### config.mk
export PLATFORM = sky130hd
export DESIGN_NAME = missTracker
export DESIGN_NICKNAME = d
export VERILOG_FILES = /design/src/rtl/missTrackPkg.sv /design/src/rtl/missCtl.sv /design/src/rtl/missData.sv /design/src/rtl/missTracker.sv
export SDC_FILE = /design/constraint.sdc
export NUM_CORES = 1
export LEC_CHECK = 0
export BUFFER_PORTS_ARGS = -buffer_cell sky130_fd_sc_hd__buf_2
export CAP_MARGIN = 5
export CORE_ASPECT_RATIO = 1.75
export CORE_MARGIN = 1
export CORE_UTILIZATION = 45
export DETAILED_ROUTE_END_ITERATION = 16
export PLACE_DENSITY_LB_ADDON = 0.12
export SLEW_MARGIN = 15
export SYNTH_ARGS = -nofsm -noshare
export SYNTH_HDL_FRONTEND = slang
export SYNTH_HIERARCHICAL = 1
export SYNTH_SLANG_ARGS = --single-unit
export TNS_END_PERCENT = 30
### constraint.sdc
create_clock -name clk -period 10.8 [get_ports clk]
set_input_delay 1.08 -clock clk [delete_from_list [all_inputs] [get_ports clk]]
set_output_delay 1.08 -clock clk [all_outputs]
set_load 0.005 [all_outputs]
### src/rtl/missTrackPkg.sv
package missTrackPkg;
  localparam int IDX_W = 8;
  typedef logic [IDX_W-1:0] idx_t;

  typedef enum logic [1:0] {ENT_FREE, ENT_WAIT, ENT_DRAIN} entState_t;

  typedef struct packed {
    logic alloc;
    logic allocDemand;
    idx_t allocIdx;
    logic merge;
    idx_t mergeIdx;
    idx_t mergeSlot;
    logic pop;
    idx_t popIdx;
  } ctlStrobe_t;
endpackage

### src/rtl/missCtl.sv
module missCtl
  import missTrackPkg::*;
#(
  parameter int N_ENT = 10,
  parameter int N_TGT = 4,
  localparam int CNT_W = $clog2(N_TGT + 1)
) (
  input  logic             clk,
  input  logic             rstN,
  input  logic             lkValid,
  input  logic             pfValid,
  input  logic [N_ENT-1:0] lkMatch,
  input  logic [N_ENT-1:0] pfMatch,
  input  logic             fillValid,
  input  idx_t             fillIdx,
  input  logic             rspReady,
  output ctlStrobe_t       stb,
  output logic             lkReady,
  output logic             pfReady,
  output logic             memReqValid,
  output logic             rspValid
);
  entState_t        entSt  [N_ENT];
  logic [CNT_W-1:0] entCnt [N_ENT];
  logic             busy;
  idx_t             busyIdx;

  logic [N_ENT-1:0] live, freeV, drainV, lkHitV, pfHitV;
  idx_t             freeIdx, hitIdx, drainIdx, actIdx;
  logic [CNT_W-1:0] hitCnt;
  logic             anyFree, anyDrain, lkHit, pfHit, hitFull, lastTgt;
  logic             lkAlloc, lkMerge, pfAlloc, popNow;

  for (genvar g = 0; g < N_ENT; g++) begin : gFlags
    assign freeV[g]  = (entSt[g] == ENT_FREE);
    assign drainV[g] = (entSt[g] == ENT_DRAIN);
    assign live[g]   = (entSt[g] == ENT_WAIT) && !(fillValid && fillIdx == idx_t'(g));
  end

  assign lkHitV = lkMatch & live;
  assign pfHitV = pfMatch & live;
  assign lkHit  = |lkHitV;
  assign pfHit  = |pfHitV;

  always_comb begin
    freeIdx  = '0;
    anyFree  = 1'b0;
    drainIdx = '0;
    anyDrain = 1'b0;
    hitIdx   = '0;
    hitCnt   = '0;
    for (int i = N_ENT - 1; i >= 0; i--) begin
      if (freeV[i]) begin
        freeIdx = idx_t'(i);
        anyFree = 1'b1;
      end
      if (drainV[i]) begin
        drainIdx = idx_t'(i);
        anyDrain = 1'b1;
      end
      if (lkHitV[i]) begin
        hitIdx = idx_t'(i);
        hitCnt = entCnt[i];
      end
    end
    actIdx  = busy ? busyIdx : drainIdx;
    lastTgt = 1'b0;
    for (int i = 0; i < N_ENT; i++)
      if (actIdx == idx_t'(i)) lastTgt = (entCnt[i] == CNT_W'(1));
  end

  assign hitFull     = (hitCnt == CNT_W'(N_TGT));
  assign lkReady     = lkHit ? !hitFull : anyFree;
  assign pfReady     = !lkValid && (pfHit || anyFree);
  assign lkAlloc     = lkValid && lkReady && !lkHit;
  assign lkMerge     = lkValid && lkReady && lkHit;
  assign pfAlloc     = pfValid && pfReady && !pfHit;
  assign memReqValid = lkAlloc || pfAlloc;
  assign rspValid    = busy || anyDrain;
  assign popNow      = rspValid && rspReady;

  always_comb begin
    stb.alloc       = lkAlloc || pfAlloc;
    stb.allocDemand = lkAlloc;
    stb.allocIdx    = freeIdx;
    stb.merge       = lkMerge;
    stb.mergeIdx    = hitIdx;
    stb.mergeSlot   = idx_t'(hitCnt);
    stb.pop         = popNow;
    stb.popIdx      = actIdx;
  end

  always_ff @(posedge clk) begin
    if (!rstN) begin
      for (int i = 0; i < N_ENT; i++) begin
        entSt[i]  <= ENT_FREE;
        entCnt[i] <= '0;
      end
      busy    <= 1'b0;
      busyIdx <= '0;
    end else begin
      for (int i = 0; i < N_ENT; i++) begin
        if (stb.alloc && freeIdx == idx_t'(i)) begin
          entSt[i]  <= ENT_WAIT;
          entCnt[i] <= lkAlloc ? CNT_W'(1) : '0;
        end
        if (lkMerge && hitIdx == idx_t'(i))
          entCnt[i] <= entCnt[i] + CNT_W'(1);
        if (entSt[i] == ENT_WAIT && fillValid && fillIdx == idx_t'(i))
          entSt[i] <= (entCnt[i] == '0) ? ENT_FREE : ENT_DRAIN;
        if (popNow && actIdx == idx_t'(i)) begin
          entCnt[i] <= entCnt[i] - CNT_W'(1);
          if (entCnt[i] == CNT_W'(1)) entSt[i] <= ENT_FREE;
        end
      end
      busy <= rspValid && !(popNow && lastTgt);
      if (rspValid) busyIdx <= actIdx;
    end
  end
endmodule

### src/rtl/missData.sv
module missData
  import missTrackPkg::*;
#(
  parameter int LINE_W = 26,
  parameter int TAG_W  = 6,
  parameter int N_ENT  = 10,
  parameter int N_TGT  = 4
) (
  input  logic              clk,
  input  logic              rstN,
  input  ctlStrobe_t        stb,
  input  logic [LINE_W-1:0] lkLine,
  input  logic [LINE_W-1:0] pfLine,
  input  logic [TAG_W-1:0]  lkTag,
  output logic [N_ENT-1:0]  lkMatch,
  output logic [N_ENT-1:0]  pfMatch,
  output logic [LINE_W-1:0] reqLine,
  output logic [TAG_W-1:0]  rspTag,
  output logic [LINE_W-1:0] rspLine
);
  logic [LINE_W-1:0] lineReg [N_ENT];
  logic [TAG_W-1:0]  tgtReg  [N_ENT][N_TGT];

  assign reqLine = stb.allocDemand ? lkLine : pfLine;

  for (genvar g = 0; g < N_ENT; g++) begin : gCmp
    assign lkMatch[g] = (lineReg[g] == lkLine);
    assign pfMatch[g] = (lineReg[g] == pfLine);
  end

  always_comb begin
    rspTag  = '0;
    rspLine = '0;
    for (int i = 0; i < N_ENT; i++)
      if (stb.popIdx == idx_t'(i)) begin
        rspTag  = tgtReg[i][0];
        rspLine = lineReg[i];
      end
  end

  always_ff @(posedge clk) begin
    if (!rstN) begin
      for (int i = 0; i < N_ENT; i++) begin
        lineReg[i] <= '0;
        for (int j = 0; j < N_TGT; j++) tgtReg[i][j] <= '0;
      end
    end else begin
      for (int i = 0; i < N_ENT; i++) begin
        if (stb.alloc && stb.allocIdx == idx_t'(i)) begin
          lineReg[i] <= reqLine;
          if (stb.allocDemand) tgtReg[i][0] <= lkTag;
        end
        if (stb.merge && stb.mergeIdx == idx_t'(i))
          for (int j = 0; j < N_TGT; j++)
            if (stb.mergeSlot == idx_t'(j)) tgtReg[i][j] <= lkTag;
        if (stb.pop && stb.popIdx == idx_t'(i))
          for (int j = 0; j < N_TGT - 1; j++) tgtReg[i][j] <= tgtReg[i][j+1];
      end
    end
  end
endmodule

### src/rtl/missTracker.sv
module missTracker
  import missTrackPkg::*;
#(
  parameter int ADDR_W     = 32,
  parameter int LINE_BYTES = 64,
  parameter int TAG_W      = 6,
  parameter int N_ENT      = 10,
  parameter int N_TGT      = 4,
  localparam int OFF_W  = $clog2(LINE_BYTES),
  localparam int LINE_W = ADDR_W - OFF_W,
  localparam int ID_W   = $clog2(N_ENT)
) (
  input  logic              clk,
  input  logic              rstN,
  input  logic              lkValid,
  input  logic [LINE_W-1:0] lkLine,
  input  logic [TAG_W-1:0]  lkTag,
  output logic              lkReady,
  input  logic              pfValid,
  input  logic [LINE_W-1:0] pfLine,
  output logic              pfReady,
  output logic              memReqValid,
  output logic [ID_W-1:0]   memReqId,
  output logic [LINE_W-1:0] memReqLine,
  input  logic              fillValid,
  input  logic [ID_W-1:0]   fillId,
  output logic              rspValid,
  input  logic              rspReady,
  output logic [TAG_W-1:0]  rspTag,
  output logic [LINE_W-1:0] rspLine
);
  ctlStrobe_t       stb;
  logic [N_ENT-1:0] lkMatch, pfMatch;

  missCtl #(.N_ENT(N_ENT), .N_TGT(N_TGT)) uCtl (
    .clk(clk), .rstN(rstN), .lkValid(lkValid), .pfValid(pfValid),
    .lkMatch(lkMatch), .pfMatch(pfMatch), .fillValid(fillValid),
    .fillIdx(idx_t'(fillId)), .rspReady(rspReady), .stb(stb),
    .lkReady(lkReady), .pfReady(pfReady), .memReqValid(memReqValid),
    .rspValid(rspValid)
  );

  missData #(.LINE_W(LINE_W), .TAG_W(TAG_W), .N_ENT(N_ENT), .N_TGT(N_TGT)) uData (
    .clk(clk), .rstN(rstN), .stb(stb), .lkLine(lkLine), .pfLine(pfLine),
    .lkTag(lkTag), .lkMatch(lkMatch), .pfMatch(pfMatch), .reqLine(memReqLine),
    .rspTag(rspTag), .rspLine(rspLine)
  );

  assign memReqId = stb.allocIdx[ID_W-1:0];
endmodule

Word-level counts from Yosys, hierarchy flattened --
Memory sizes are Yosys's and may differ from the RTL's. Index checks and enable logic that the tools add are counted. Widths: inputs -> output; s select.
Word-level totals: register bits 9, output and inout port bits 66, memories 4, input port bits 68, logic and storage cells 962, bits in writable memories 550
Cells by class: eq/ne operators 90, reduce and logical (&&, ||, !) cells 124, muxes and demuxes 570, bitwise gates (word level) 152, add/sub/neg operators 20
Memory list:
- uData.lineReg | depth 10, width 26, read ports 10, clocked after Yosys merged registers in 0, write ports 10, RTL line missData.sv:21 | logic [LINE_W-1:0] lineReg [N_ENT];
- uData.tgtReg | depth 10, width 24, read ports 10, clocked after Yosys merged registers in 0, write ports 10, RTL line missData.sv:22 | logic [TAG_W-1:0] tgtReg [N_ENT][N_TGT];
- uCtl.entCnt | depth 10, width 3, read ports 10, clocked after Yosys merged registers in 0, write ports 10, RTL line missCtl.sv:24 | logic [CNT_W-1:0] entCnt [N_ENT];
- uCtl.entSt | depth 10, width 2, read ports 10, clocked after Yosys merged registers in 0, write ports 10, RTL line missCtl.sv:23 | entState_t entSt [N_ENT];
Operator list (number):
- $mux 26 | 21
- $mux 6 | 90
- $eq 26x26->1 | 20
- $mux 1 | 348
- $or 1x1->1 | 150
- $mux 3 | 40
- $mux 4 | 30
- $mux 2 | 40
- $logic_and 1x1->1 | 79
- $eq 4x3->1 const B | 12
- $logic_not 8->1 | 5
- $eq 3x1->1 const B | 11
- $eq 8x3->1 const B | 4
- $add 3x1->3 const B | 10
- $logic_not 3->1 | 10
- $sub 3x1->3 const B | 10
- $eq 4x2->1 const B | 6
- $eq 4x4->1 const B | 6
- $and 10x10->10 | 2
- $eq 2x1->1 const B | 10
- $eq 2x2->1 const B | 10
- $logic_not 2->1 | 10
- $reduce_or 10->1 | 2
- $eq 8x2->1 const B | 2
- other kinds (8) | 28

Longest topological paths before layout --
Gate-level depths: netlist of run 1.
depth in word-level cells 28, gate-level depth with buffers 22, gate-level depth less buffers 17

By module --
Netlist of run 1, hierarchy kept.
Modules (own cells, without submodules):
- missData | times used 1, area an instance 29264.3 µm², cells an instance 2798
- missCtl | times used 1, area an instance 5750.5 µm², cells an instance 689
- missTracker | times used 1, area an instance 3.8 µm², cells an instance 1

Worst setup path before layout of run 1 --
Ideal clock, no wire load.
path kind input-to-reg, start point input lkLine[0], end point memory uData.lineReg[4][0], enable pin, buffers on the path 2, arrival 6.350 ns, library setup time 0.449 ns, cell stages on the path 15, path slack 4.001 ns, cells stage by stage buf_1 > xor2_1 > nor4_1 > nand3_1 > nor4_1 > nand3b_1 > mux2i_1 > o21ai_2 > nand3_1 > or4b_1 > a21oi_1 > buf_4 > or4b_1 > or3_1 > o31ai_1
RTL lines:
- start: declaration | RTL line missTracker.sv:16 | input logic [LINE_W-1:0] lkLine,
- end: declaration | RTL line missData.sv:21

==> results of run 1 <==
[routing by layer]
layer	track usage	vias up
met3	0.0706	545
met4	0.357	2
met1	0.421	14400
met2	0.674	1699
met5	0	-
li1	-	12500
[sequential cells by signal (all words and copies together) (netlist names)]
name           cells
uData/lineReg    260
uData/tgtReg     240
uCtl/entCnt       30
uCtl/entSt        20
uCtl/busyIdx       8
uCtl/busy          1
[worst max-delay path, cell delays in order]
cell	delay (ns)
buf_2	0.45
xor2_1	0.15
nor4_1	0.56
nand3_1	0.14
nor4_1	0.50
buf_4	0.26
nand3b_1	0.18
a31oi_1	0.62
a22oi_1	0.19
a311oi_1	0.46
o21ai_1	0.25
and3_4	0.33
nor3_1	0.28
nor3b_1	0.33
nand2_1	0.20
nor3_1	0.55
nand2_1	0.59
o21ai_0	0.83
[worst max path at each step]
stage / startpoint / end / slack [ns] / depth (start not counted)
final: lkLine[24] / uData/tgtReg[2][16]$_SDFFCE_PN0P_ / 3.08 / 18
after global routing: lkLine[17] / uData/tgtReg[0][15]$_SDFFCE_PN0P_ / 2.68 / 18
after CTS: lkLine[8] / uData/tgtReg[0][17]$_SDFFCE_PN0P_ / 3.18 / 16
after detailed placement: lkLine[8] / uData/tgtReg[0][12]$_SDFFCE_PN0P_ / 2.47 / 16
after global placement: lkLine[8] / uData/tgtReg[0][11]$_SDFFCE_PN0P_ / 2.62 / 16
after floorplan: lkLine[0] / uData/lineReg[4][0]$_SDFFCE_PN0P_ / 4.00 / 15
[area by class of cell]
type / instances / area [µm²] / area share
diodes: 1 / 2.50 / 0.0000650
clock buffers: 67 / 1460 / 0.0379
clock inverters: 33 / 422 / 0.0110
inverters: 73 / 282 / 0.00731
multi-input cells: 2605 / 17100 / 0.445
flip-flops and latches: 559 / 16700 / 0.434
well taps: 1027 / 1280 / 0.0334
repair buffers: 204 / 1200 / 0.0312
[layout by cell type, fill, tap and decap left out, types with 37 or more instances in the layout]
cell	instances
edfxtp_1	550
nor2_1	421
nand2_1	335
xor2_1	320
xnor2_1	200
nand3_1	147
o31ai_1	133
buf_2	132
o21ai_0	115
nor4_1	106
buf_4	71
inv_1	71
nor2b_1	67
nand4_1	63
a21oi_1	60
clkbuf_16	54
nand2b_1	49
a22oi_1	42
ha_1	40
mux2i_1	38
nor3_1	37
[per-stage QoR]
stage	cell area (µm²)	cells
floorplan	35100	3509
global placement	36600	4467
detailed placement	36600	4467
CTS	38500	4567
global route	38500	4568
finish	38500	4569
[cells by family (layout without fill, tap and decap cells)]
logic type	count (synthesis)	after routing	synth area share
XOR/XNOR	520	520	0.130
other	2	24	0.000214
AO/OA/AOI/OAI	556	556	0.110
adder cells (fa/ha/maj)	40	40	0.0143
buffers and inverters	345	377	0.0416
multiplexers	76	76	0.0336
AND/OR/NAND/NOR	1390	1390	0.193
flip-flops	559	559	0.477
[where the power goes]
group,internal [µW],switching (µW),total [µW]
sequential,2490,109,2600
clock,1120,921,2040
combinational,331,774,1100
==> impl_metrics.toml, run 1 <==
[cts]
post_cts_resized = 0
clock_latency_ns = 0.69
post_cts_buffers = 0
clockBufferDepth = 3
root_buffer = "clkbuf_16"
cts_tree = "yes"
cts.clk_slew.worst_paths_ns = 0.06
htreeDepth = 2
numClockSinks = 559
cts_made_buffers = 54
holdBufCountCts = 0

[placement]
place.gp.congestion = 1.03
hpwl_mm = 118
post-place-ws_ns = 2.47
port_buffers = 133

[detailed_routing]
firstDrtPassIters = 8
ant_nets = 0
drc = 0
met3_length_mm = 11.4
wire_per_inst_um = 34.5
drt_iter0_markers = 3203
m1WireLength_mm = 52.6
routed_via_density = 6.38
top_layer_used = "met5"
wl_mm = 158
vias = 29200
wl_met2_mm = 77.5

[power]
design_power_total_uw = 5740
irDropWorstVdd_mv = 0.145
p_leak_uw = 0.0140
powerDensity_nw_per_um2 = 149

[floorplan]
fp.dieH_um = 371
chipWidth_um = 213
core_area_um2 = 77200
rows = 135
io_pins = 134
initial_core_util = 0.454
die-area_um2 = 79000

[worst_setup_path]
reg2reg_from = "uData/lineReg[5][24]$_SDFFCE_PN0P_"
critPathKind = "input pin to flop"
cp_max_fo = 21
critPathRequiredTime_ns = 11.10
rrSetupSlack_ns = 3.19
r2r_end = "uData/tgtReg[2][16]$_SDFFCE_PN0P_"
crit_path_start_kind = "input pin"
cp-end-kind = "flop"
reg2reg_depth = 17
critical_path_arrival_ns = 8.02

[timing]
slew_viol_final = 0
setup_ws_ns = 3.08
finClkSkew_ns = 0.0674
finalCriticalPeriod_ns = 7.72
finalHoldViolCount = 0
finalCritPeriodShare = 0.715
fin_setup_tns_ns = 0
holdWs_ns = 0.459
fmax_mhz = 130
timing.slew.headroom = 0.123
rsz0062_at_grt = "false"
worst_pin_slew_ns = 1.30
setup_viol = 0

[yosys]
yosysTopAreaCell = "edfxtp_1"
ys_types = 92
synth_area_leaders = "edfxtp_1, xor2_1, xnor2_1"
synth_area_um2 = 35000
synth_flop_cell = "edfxtp_1"
netlist_instances = 3488
yosys_warnings = 6
seq_area_frac_synth = 0.477
yosysMostFrequentCell = "edfxtp_1"
synth_top_area_frac = 0.472
synth_common_cells = "edfxtp_1, nor2_1, nand2_1"
synthArstFlopShare = 0
synth-edff-count = 550
synth_area_per_cell_um2 = 10.0
ys_ff_latch = 559

[worst_hold_path]
whs_endpoint = "uCtl/busyIdx[0]$_SDFFE_PN0N_"
min_from = "uCtl/busyIdx[0]$_SDFFE_PN0N_"
hold_path.class = "flop to flop"
hold_depth = 2

[outcome]
outcome = "finished, final reports clean"

[finish]
utilization = 0.499
n_fill_cell = 7187
drive_gt1_frac = 0.114
num-nets-final = 3605
syn_to_final_growth_pct = 9.92

[global_routing]
grt_max_degree = 72
grt_pass1_wl_mm = 217
track_usage = 0.399
grt_overflow_total = 0
grt_pass1_vias = 28600
antenna_found_initial = 1

[run]
drv_cap = 0
No activity file was read; power rests on OpenSTA's default activity.
==> inputs of run 2 (changes only) <==
- clock period: 10.8 -> 7.2 ns (I/O delays scaled with it)
==> run 2 against run 1 <==
Effect of this change: sequential share of layout area shrank 0.97 points; final cell count grew 2.2%; die area is the same; clock power grew 51%; core utilization grew 1.1 points; via count grew 2.3%; clock skew shrank 0.021 ns; design area grew 2.3%; global-route usage grew 1.1 points; total power grew 52%; largest power group unchanged.
==> impl_metrics.toml, run 2 (synthesized netlist as in run 1, its figures left out) <==
[outcome]
outcome = "finished, final reports clean"

[global_routing]
grt_max_degree = 110
antenna_found_initial = 11
grt_pass1_wl_mm = 222
track_usage = 0.410
grt_pass1_vias = 29400
grt_overflow_total = 0

[floorplan]
core_area_um2 = 77200
io_pins = 134
rows = 135
die-area_um2 = 79000
initial_core_util = 0.454
chipWidth_um = 213
fp.dieH_um = 371

[placement]
hpwl_mm = 119
placed_cells = 4567
place.gp.congestion = 1.06
port_buffers = 133

[cts]
clockBufferDepth = 3
cts_made_buffers = 54
root_buffer = "clkbuf_16"
holdBufCountCts = 0
numClockSinks = 559
cts_tree = "yes"
post_cts_buffers = 0
post_cts_resized = 0
cts.clk_slew.worst_paths_ns = 0.06
clock_latency_ns = 0.67
htreeDepth = 2

[timing]
worst_pin_slew_ns = 1.33
finClkSkew_ns = 0.0460
fin_setup_tns_ns = 0
timing.slew.headroom = 0.115
setup_viol = 0
slew_viol_final = 0
finalHoldViolCount = 0
finalCritPeriodShare = 0.929
rsz0062_at_grt = "false"
fmax_mhz = 149
finalCriticalPeriod_ns = 6.69

[run]
drv_cap = 0

[detailed_routing]
firstDrtPassIters = 5
ant_nets = 0
drc = 0
wl_mm = 162
vias = 29800
drt_iter0_markers = 3674
routed_via_density = 6.38
wire_per_inst_um = 34.6

[finish]
final_common_cell = "edfxtp_1"
mostFrequentLayoutCells = "edfxtp_1, nor2_1, nand2_1"
largest_reg_flops = 260
syn_to_final_growth_pct = 12.4
fin_cells = 4671
num-nets-final = 3704
drive_gt1_frac = 0.135
regMostFlops = "uData/lineReg"
n_fill_cell = 7091
top_regs = "uData/lineReg: 260 flops, uData/tgtReg: 240 flops, uCtl/entCnt: 30 flops"

[power]
p_leak_uw = 0.0145
irDropWorstVdd_mv = 0.205
powerDensity_nw_per_um2 = 221

[worst_setup_path]
max_stage_delay_ns = 1.06
crit_end = "uData/tgtReg[9][11]$_DFFE_PP_"
reg2reg_depth = 15
cpMaxStageDelayCell = "nor4_1"
critPathKind = "flop to flop"
reg2reg_from = "uData/lineReg[4][21]$_SDFFCE_PN0P_"
rrSetupSlack_ns = 0.51
crit_path_start_kind = "flop"
cp_max_fo = 10
crit_chain = "xnor2_1, nand4_1, nor4_1, buf_4, nand3b_1, a31o_2, o21ai_0, a2111oi_0, a221o_1, and3_4, nor3_1, nor3b_1, and2_1, nand3_1, o211ai_1"
cp-end-kind = "flop"
critical_path_arrival_ns = 6.95
cp-startpoint = "uData/lineReg[4][21]$_SDFFCE_PN0P_"
r2r_end = "uData/tgtReg[9][11]$_DFFE_PP_"
critPathRequiredTime_ns = 7.46

[worst_hold_path]
hold_path.class = "flop to flop"
min_from = "uCtl/busyIdx[1]$_SDFFE_PN0N_"
hold_depth = 2
## run 2: worst min-delay path by stage
stage / to
final: uCtl/busyIdx[1]$_SDFFE_PN0N_
after global routing: uCtl/busy$_SDFF_PN0_
after CTS: uCtl/busy$_SDFF_PN0_
after detailed placement: uCtl/busyIdx[1]$_SDFFE_PN0N_
after global placement: uCtl/busyIdx[1]$_SDFFE_PN0N_
after floorplan: uCtl/busyIdx[1]$_SDFFE_PN0N_
## run 2: area by class of cell
| class | count | area [µm²] | area share |
|---|---|---|---|
| antenna | 2 | 5.00 | 0.000127 |
| clock buffer | 66 | 1430 | 0.0363 |
| clock inverter | 36 | 453 | 0.0115 |
| inverter | 73 | 282 | 0.00715 |
| multi-input combinational | 2605 | 17100 | 0.435 |
| sequential | 559 | 16700 | 0.424 |
| tap | 1027 | 1280 | 0.0326 |
| timing repair buffer | 303 | 2080 | 0.0529 |
## run 2: through the flow
stage | setup slack [ns] | utilization | area (µm²) | power, µW | hold slack (ns)
after CTS | 0.829 | 0.510 | 39300 | 8660 | 0.458
after detailed placement | 0.379 | 0.485 | 37500 | 5590 | 0.452
after global placement | 0.420 | 0.485 | 37500 | 5570 | 0.443
after global routing | 0.627 | 0.510 | 39400 | 8920 | 0.495
final | 0.508 | 0.510 | 39400 | 8720 | 0.464
after floorplan | 0.761 | - | 35100 | 4800 | 0.437
## run 2: critical path, delay by kind of cell, from the launching register on
family / cells / cell delay, ns
AO/OA/AOI/OAI: 5 / 1.74
buffers and inverters: 1 / 0.27
flip-flops: 1 / 0.61
XOR/XNOR: 1 / 0.45
AND/OR/NAND/NOR: 8 / 3.20
## run 2: report_power, final
part	total, µW	switching, µW	internal (µW)
logic	1740	1210	531
registers	3890	159	3730
clock network	3090	1340	1740
total	8720	2710	6000
## run 2: routing by layer
metal | up-vias | track usage | share of wire | wire (µm)
met5 | - | 0 | 0.00085 | 138
met4 | 20 | 0.404 | 0.12 | 19100
met3 | 668 | 0.0926 | 0.079 | 12800
met2 | 1771 | 0.683 | 0.48 | 77500
met1 | 14600 | 0.415 | 0.32 | 52300
li1 | 12800 | - | - | -
